$ cat src/rtl/hazard_pkg.sv
package hazard_pkg;
  localparam int NUM_STAGES = 5;
  localparam int REG_W      = 4;
  localparam int CLS_W      = 3;
  localparam int ST_F = 0;
  localparam int ST_D = 1;
  localparam int ST_E = 2;
  localparam int ST_M = 3;
  localparam int ST_W = 4;

  typedef enum logic [CLS_W-1:0] {
    CLS_NOP   = 3'd0,
    CLS_ALU   = 3'd1,
    CLS_LOAD  = 3'd2,
    CLS_POP   = 3'd3,
    CLS_STORE = 3'd4,
    CLS_JCOND = 3'd5,
    CLS_RET   = 3'd6,
    CLS_OTHER = 3'd7
  } op_cls_e;

  typedef enum logic [1:0] {
    PC_PREDICT   = 2'd0,
    PC_FALLTHRU  = 2'd1,
    PC_RETADDR   = 2'd2
  } pc_sel_e;

  typedef struct packed {
    logic load_use;
    logic ret_wait;
    logic mispredict;
  } hazards_t;
endpackage

$ cat src/rtl/hazard_detect.sv
module hazard_detect
  import hazard_pkg::*;
#(
  parameter int RW = REG_W,
  parameter logic [RW-1:0] NO_REG = '1
) (
  input  logic            clk,
  input  logic            rst_n,
  input  logic [CLS_W-1:0] d_cls,
  input  logic [RW-1:0]   d_src_a,
  input  logic [RW-1:0]   d_src_b,
  input  logic [CLS_W-1:0] e_cls,
  input  logic [RW-1:0]   e_dst_m,
  input  logic            e_cond_fail,
  input  logic [CLS_W-1:0] m_cls,
  output hazards_t        haz
);
  logic e_is_load;
  logic match_a, match_b;

  always_comb begin
    e_is_load = (e_cls == CLS_LOAD) || (e_cls == CLS_POP);
    match_a   = (d_src_a != NO_REG) && (d_src_a == e_dst_m);
    match_b   = (d_src_b != NO_REG) && (d_src_b == e_dst_m);
    haz.load_use   = e_is_load && (e_dst_m != NO_REG) && (match_a || match_b);
    haz.ret_wait   = (d_cls == CLS_RET) || (e_cls == CLS_RET) || (m_cls == CLS_RET);
    haz.mispredict = (e_cls == CLS_JCOND) && e_cond_fail;
  end

  // a no-register ID on every side can never raise a load/use hazard
  assert_noreg_never_matches_R4: assert property (@(posedge clk) disable iff (!rst_n)
    (e_dst_m == NO_REG) |-> !haz.load_use);
  // a load/use hazard and a mispredict need different execute classes
  assert_loaduse_excl_mispredict_R7: assert property (@(posedge clk) disable iff (!rst_n)
    !(haz.load_use && haz.mispredict));
endmodule

$ cat src/rtl/stage_ctrl.sv
module stage_ctrl
  import hazard_pkg::*;
#(
  parameter int NS = NUM_STAGES
) (
  input  logic          clk,
  input  logic          rst_n,
  input  hazards_t      haz,
  output logic [NS-1:0] stall,
  output logic [NS-1:0] bubble
);
  logic [NS-1:0] stall_run, bubble_run;

  always_comb begin
    stall_run  = '0;
    bubble_run = '0;
    stall_run[ST_F]  = haz.load_use || haz.ret_wait;
    stall_run[ST_D]  = haz.load_use;
    bubble_run[ST_D] = haz.mispredict || (haz.ret_wait && !haz.load_use);
    bubble_run[ST_E] = haz.mispredict || haz.load_use;
  end

  genvar s;
  generate
    for (s = 0; s < NS; s++) begin : g_stage
      always_comb begin
        if (!rst_n) begin
          stall[s]  = 1'b0;
          bubble[s] = (s != ST_F);
        end else begin
          stall[s]  = stall_run[s];
          bubble[s] = bubble_run[s];
        end
      end
      // a register is either held or flushed, never both
      assert_stall_bubble_excl_R9: assert property (@(posedge clk) disable iff (!rst_n)
        !(stall[s] && bubble[s]));
    end
  endgenerate

  // memory and writeback registers always advance normally
  assert_late_stages_free_R9: assert property (@(posedge clk) disable iff (!rst_n)
    !stall[ST_M] && !stall[ST_W] && !bubble[ST_M] && !bubble[ST_W]);
  // a load/use hazard holds decode even when a return waits
  assert_loaduse_holds_decode_R8: assert property (@(posedge clk) disable iff (!rst_n)
    haz.load_use |-> (stall[ST_D] && !bubble[ST_D] && bubble[ST_E]));
  // a waiting return always freezes fetch
  assert_ret_freezes_fetch_R5: assert property (@(posedge clk) disable iff (!rst_n)
    haz.ret_wait |-> stall[ST_F]);
endmodule

$ cat src/rtl/pc_select.sv
module pc_select
  import hazard_pkg::*;
(
  input  logic            clk,
  input  logic            rst_n,
  input  hazards_t        haz,
  input  logic [CLS_W-1:0] w_cls,
  output pc_sel_e         pc_sel
);
  always_comb begin
    if (!rst_n)              pc_sel = PC_PREDICT;
    else if (haz.mispredict) pc_sel = PC_FALLTHRU;
    else if (w_cls == CLS_RET) pc_sel = PC_RETADDR;
    else                     pc_sel = PC_PREDICT;
  end

  // a mispredict always redirects to the fall-through path
  assert_mispredict_redirect_R7: assert property (@(posedge clk) disable iff (!rst_n)
    haz.mispredict |-> (pc_sel == PC_FALLTHRU));
  // the return address is chosen only for a return in writeback
  assert_retaddr_source_R6: assert property (@(posedge clk) disable iff (!rst_n)
    (pc_sel == PC_RETADDR) |-> (w_cls == CLS_RET));
endmodule

$ cat src/rtl/hazard_ctrl.sv
module hazard_ctrl
  import hazard_pkg::*;
#(
  parameter int RW = REG_W,
  parameter int NS = NUM_STAGES
) (
  input  logic             clk,
  input  logic             rst_n,
  input  logic [CLS_W-1:0] d_cls,
  input  logic [RW-1:0]    d_src_a,
  input  logic [RW-1:0]    d_src_b,
  input  logic [CLS_W-1:0] e_cls,
  input  logic [RW-1:0]    e_dst_m,
  input  logic             e_cond_fail,
  input  logic [CLS_W-1:0] m_cls,
  input  logic [CLS_W-1:0] w_cls,
  output logic [NS-1:0]    stall,
  output logic [NS-1:0]    bubble,
  output logic [1:0]       pc_sel
);
  hazards_t haz;
  pc_sel_e  sel;

  hazard_detect #(.RW(RW)) u_detect (
    .clk(clk), .rst_n(rst_n),
    .d_cls(d_cls), .d_src_a(d_src_a), .d_src_b(d_src_b),
    .e_cls(e_cls), .e_dst_m(e_dst_m), .e_cond_fail(e_cond_fail),
    .m_cls(m_cls), .haz(haz)
  );

  stage_ctrl #(.NS(NS)) u_stage (
    .clk(clk), .rst_n(rst_n), .haz(haz), .stall(stall), .bubble(bubble)
  );

  pc_select u_pc (
    .clk(clk), .rst_n(rst_n), .haz(haz), .w_cls(w_cls), .pc_sel(sel)
  );

  assign pc_sel = sel;

  // reset forces every stage after fetch to a no-op
  assert_reset_flush_R1: assert property (@(posedge clk)
    !rst_n |-> (stall == '0 && bubble == {{(NS-1){1'b1}}, 1'b0}));
endmodule

$ cat config.mk
export PLATFORM = sky130hd
export DESIGN_NAME = hazard_ctrl
export DESIGN_NICKNAME = d
export VERILOG_FILES = /design/src/rtl/hazard_pkg.sv /design/src/rtl/hazard_detect.sv /design/src/rtl/stage_ctrl.sv /design/src/rtl/pc_select.sv /design/src/rtl/hazard_ctrl.sv
export SDC_FILE = /design/constraint.sdc
export NUM_CORES = 1
export LEC_CHECK = 0
export BUFFER_PORTS_ARGS = -buffer_cell sky130_fd_sc_hd__buf_2
export CORE_AREA = 2 2 39 41
export DETAILED_ROUTE_END_ITERATION = 12
export DIE_AREA = 0 0 41 43
export PLACE_DENSITY = 0.72
export SYNTH_ARGS = -nofsm -noshare
export SYNTH_HDL_FRONTEND = slang
export SYNTH_SLANG_ARGS = --single-unit
$ cat constraint.sdc
create_clock -name vclk -period 0.8
set_clock_uncertainty 0.15 [all_clocks]
set_input_delay 0.04 -clock vclk [all_inputs]
set_output_delay 0.04 -clock vclk [all_outputs]
set_load 0.005 [all_outputs]
Word-level counts from Yosys, hierarchy flattened
Cells that the tools add are included.
{"block": "classes", "eq_ne": 12, "mux": 8, "n_reduce_logical": 14}
{"operator": "3-bit == test, second input constant", "count": 5}
{"operator": "4-bit != test, second input constant", "count": 3}
{"operator": "4-bit == test", "count": 2}
{"operator": "1-bit logical OR", "count": 7}
{"operator": "3-bit by 2-bit == test with 1-bit output, second input constant", "count": 2}
{"operator": "1-bit logical AND", "count": 6}
{"operator": "2-bit two-way mux", "count": 3}
{"operator": "1-bit two-way mux", "count": 5}
{"operator": "1-bit logical NOT", "count": 1}
{"block": "word_totals", "register_bits": 0, "in_bits": 27, "output_inout_bits": 12, "elab_cells": 34}

Depth between registers and ports, before layout
{"block": "depth", "word_depth": 8, "ltp_mapped": 4, "depth_no_buf": 4}

Hierarchy
A second synthesis with hierarchy kept.
{"block": "unflattened", "cells_unflattened": 38, "area_unflattened_um2": 255.2}
{"mod": "hazard_detect", "instances": 1, "cells_per_inst": 22, "area_each_um2": 158.9, "seq_area_each_um2": 0.0}
{"mod": "stage_ctrl", "instances": 1, "cells_per_inst": 13, "area_each_um2": 76.3, "seq_area_each_um2": 0.0}
{"mod": "pc_select", "instances": 1, "cells_per_inst": 3, "area_each_um2": 20.0, "seq_area_each_um2": 0.0}

Worst setup path before layout
OpenSTA, ideal clock, no wires.
{"block": "synth_path", "kind": "input to output", "startpoint": "input port e_dst_m[0]", "endpoint": "output port stall[1]", "arrival_ps": 646, "required_time_ps": 610, "slack_ps": -36, "cell_stages": 4, "n_path_buf": 0, "path_cell_list": "xnor2_1 > nand4_1 > o22ai_2 > and2_1"}
{"block": "synth_via", "elab_chain_cells": 5, "word_cells_on_any_way": 9, "cone_classes": "3 x eq/ne; 1 x mux; 5 x reduce/logical"}
{"element": "start: declaration", "line": "hazard_ctrl.sv:13", "rtl": "input logic [RW-1:0] e_dst_m,"}
{"element": "4-bit == test, on equally long branches", "line": "hazard_detect.sv:23, hazard_detect.sv:24"}
{"element": "1-bit logical AND, on equally long branches", "line": "hazard_detect.sv:23, hazard_detect.sv:24"}
{"element": "1-bit logical OR", "line": "hazard_detect.sv:25", "rtl": "haz.load_use = e_is_load && (e_dst_m != NO_REG) && (match_a || match_b);"}
{"element": "1-bit logical AND (*)", "line": "hazard_detect.sv:25"}
{"element": "1-bit two-way mux (*)", "line": "stage_ctrl.sv:27", "rtl": "if (!rst_n) begin"}
{"element": "end: declaration", "line": "hazard_ctrl.sv:17", "rtl": "output logic [NS-1:0] stall,"}
Every way passes the cells marked *; elsewhere a longest branch is shown, timed or not.

Worst setup path after layout
{"block": "layout_path", "startpoint": "input port d_src_b[0]", "endpoint": "output port stall[1]"}
{"block": "layout_via", "elab_chain_cells": 5, "word_cells_on_any_way": 6, "cone_classes": "2 x eq/ne; 1 x mux; 3 x reduce/logical"}
{"element": "start: declaration", "line": "hazard_ctrl.sv:11", "rtl": "input logic [RW-1:0] d_src_b,"}
{"element": "4-bit != test / 4-bit == test (equally long branches)", "line": "hazard_detect.sv:24", "rtl": "match_b = (d_src_b != NO_REG) && (d_src_b == e_dst_m);"}
{"element": "1-bit logical AND (*)", "line": "hazard_detect.sv:24"}
{"element": "1-bit logical OR (*)", "line": "hazard_detect.sv:25"}
{"element": "1-bit logical AND (*)", "line": "hazard_detect.sv:25"}
{"element": "1-bit two-way mux (*)", "line": "stage_ctrl.sv:27"}
Marks and branches as above.

==> impl_metrics.env <==
export IMPL_routabilityCongestion=0.612
export IMPL_comb_power_share=1.000
export IMPL_placed_cell_area_um2=450
export IMPL_intPower_mw=0.197
export IMPL_final_setup_violations=5
export IMPL_timing_final_crit_period_ns=1.08
export IMPL_synth_yosys_seq_area_share=0
export IMPL_yosysTopAreaCell="sky130_fd_sc_hd__xnor2_1"
export IMPL_ir_drop_uv=144
export IMPL_synth_warning_count=0
export IMPL_insertedDiodeCount=0
export IMPL_first_pass_iteration_count_of_the_detailed_router=2
export IMPL_p_seq_frac=0
export IMPL_period_share=1.35
export IMPL_post_route_drc_count=0
export IMPL_swShare=0.367
export IMPL_max_cap_violations=0
export IMPL_failed_checks="negative setup slack"
export IMPL_syn_mean_instance_area_um2=6.88
export IMPL_outcome="complete, but fails checks"
export IMPL_cts_repair_timing_setup_buffer_count=0
export IMPL_end_kind="output pin"
export IMPL_maxClockFrequency_mhz=927
export IMPL_drt_first_iter_violations=1
export IMPL_die_height_um=43
export IMPL_placeableCoreArea_mm2=0.00138
export IMPL_critPathTopFamily="simple AND/OR/NAND/NOR gates"
export IMPL_netlist_cell_type_count=20
export IMPL_gr_usage_all_layers=0.103
export IMPL_dpl_hpwl_um=771
export IMPL_netlist_top_cells_count="sky130_fd_sc_hd__xnor2_1, sky130_fd_sc_hd__buf_4, sky130_fd_sc_hd__nand2_1"
export IMPL_initial_core_util=0.189
export IMPL_crit_required_ns=0.61
export IMPL_antenna_violating_nets_post_route=0
export IMPL_detailroute_via_count=368
export IMPL_area_growth_synth_to_final_pct=135
export IMPL_numPlacedInstances=86
export IMPL_timing_critical_path_from_type="primary input"
export IMPL_rows=14
export IMPL_cp_slowest_cell="sky130_fd_sc_hd__o22ai_2"
export IMPL_fp_dieW_um=41
export IMPL_leakage_nw=0.310
export IMPL_synth_top_cell_area_share=0.268
export IMPL_postLayoutSetupSlackWorst_ns=-0.279
export IMPL_route_final_wire_length_um=952
export IMPL_clockPowerShare=0
export IMPL_synth_area_leaders="sky130_fd_sc_hd__xnor2_1, sky130_fd_sc_hd__buf_4, sky130_fd_sc_hd__nand2_1, sky130_fd_sc_hd__nand4_1, sky130_fd_sc_hd__nand4_2"
export IMPL_nets=99
export IMPL_via_per_inst=4.28
export IMPL_postLayoutCoreUtil=0.444
export IMPL_layout_cell_area_non_filler_um2=614
export IMPL_critPathMaxStageDelay_ns=0.20
export IMPL_grt_overflow=0
export IMPL_pre_cts_ws_ns=-0.333
export IMPL_crit_buf_inv=2
export IMPL_areal_power_density_over_the_cells_mw_per_mm2=506
export IMPL_hold_path_class="primary input to output pin"
export IMPL_criticalPathCategory="primary input to output pin"
export IMPL_n_clock_buffer=0
export IMPL_critical_path_cell_by_cell="buf_6 > xnor2_2 > nand4_1 > o22ai_2 > and2_1 > buf_2"
export IMPL_grt_antenna_before_repair=0
export IMPL_finalHoldViolCount=0
export IMPL_via_count_of_the_first_global_routing_pass=330
export IMPL_switchingPower_mw=0.114
export IMPL_critical_path_max_fanout=3
export IMPL_netlist_instances=38
export IMPL_wire_per_inst_um=11.1
export IMPL_synth_cell_area_um2=262
export IMPL_seqCellArea_um2=0
export IMPL_ios=39
export IMPL_unrepaired_setup_endpoints_after_global_routing="true"
export IMPL_slew_violations=0
export IMPL_numPortBuffers=34
export IMPL_layout_filler_cells=135
export IMPL_post_route_cells_drive_above_1_share=0.671
export IMPL_synth_most_common_cell="sky130_fd_sc_hd__xnor2_1"
export IMPL_grt_pass1_wl_um=1330
export IMPL_grt_start_max_net_pins=5
export IMPL_layout_cells_non_filler=86
export IMPL_fp_dieArea_mm2=0.00176
export IMPL_hold_worst_slack_ns=0.159
export IMPL_timing_critical_path_arrival_ns=0.89
export IMPL_n_sequential_cell=0
==> worst min-delay path: stages <==
cell and delay (ns):
sky130_fd_sc_hd__buf_2 0.08, sky130_fd_sc_hd__nor3_1 0.04, sky130_fd_sc_hd__buf_2 0.11
==> per-layer routing <==
| metal | wire length, um | share of wire | global-route usage |
|---|---|---|---|
| met1 | 285 | 0.30 | 0.108 |
| met2 | 627 | 0.66 | 0.209 |
| met3 | 40 | 0.042 | 0 |
| met4 | 0 | 0 | 0.0133 |
| met5 | 0 | 0 | 0 |
==> metrics by stage <==
step | TNS, ns | power (mW)
final | -0.974 | 0.311
after global routing | -1.18 | 0.334
after CTS | -1.12 | 0.279
after detailed placement | -1.26 | 0.218
after global placement | -1.08 | 0.211
after floorplan | 0 | 0.122
==> area by class of cell <==
cell class                      count  area (um2)  area share
Timing Repair Buffer               34         275       0.448
Multi-Input combinational cell     35         315       0.513
Tap cell                           16        20.0      0.0326
Inverter                            1        3.75     0.00611
==> kinds of logic after synthesis <==
logic type,count (synthesis),share of synthesized area
buffers and inverters,6,0.158
AND/OR/NAND/NOR,18,0.392
other,1,0.0143
AO/OA/AOI/OAI,5,0.167
XOR/XNOR,8,0.268
==> cell usage in the layout, fill, tap and decap left out, types with 2 or more instances in the layout <==
master / n
sky130_fd_sc_hd__xnor2_2: 7
sky130_fd_sc_hd__buf_8: 3
sky130_fd_sc_hd__nand4_1: 3
sky130_fd_sc_hd__nor2_1: 2
sky130_fd_sc_hd__buf_2: 19
sky130_fd_sc_hd__nand2_1: 5
sky130_fd_sc_hd__conb_1: 4
sky130_fd_sc_hd__buf_6: 12
==> worst paths after layout <==
| path | from | to | slack, ns | cells past startpoint |
|---|---|---|---|---|
| worst max-delay path | d_src_b[0] | stall[1] | -0.28 | 6 |
| worst min-delay path | w_cls[0] | pc_sel[1] | 0.16 | 3 |
==> repair_timing <==
item	CTS	global route
resized for setup	23	9
hold buffers	0	0
setup endpoints to repair	5	5
pin swaps	16	13
endpoints found under the hold margin	0	0
==> power groups by stage <==
stage               combinational (mW)  clock, mW  sequential (mW)
global route                     0.334          0                0
floorplan                        0.122          0                0
detailed placement               0.218          0                0
finish                           0.311          0                0
CTS                              0.279          0                0
global placement                 0.211          0                0
No activity file was read; power rests on OpenSTA's default activity.
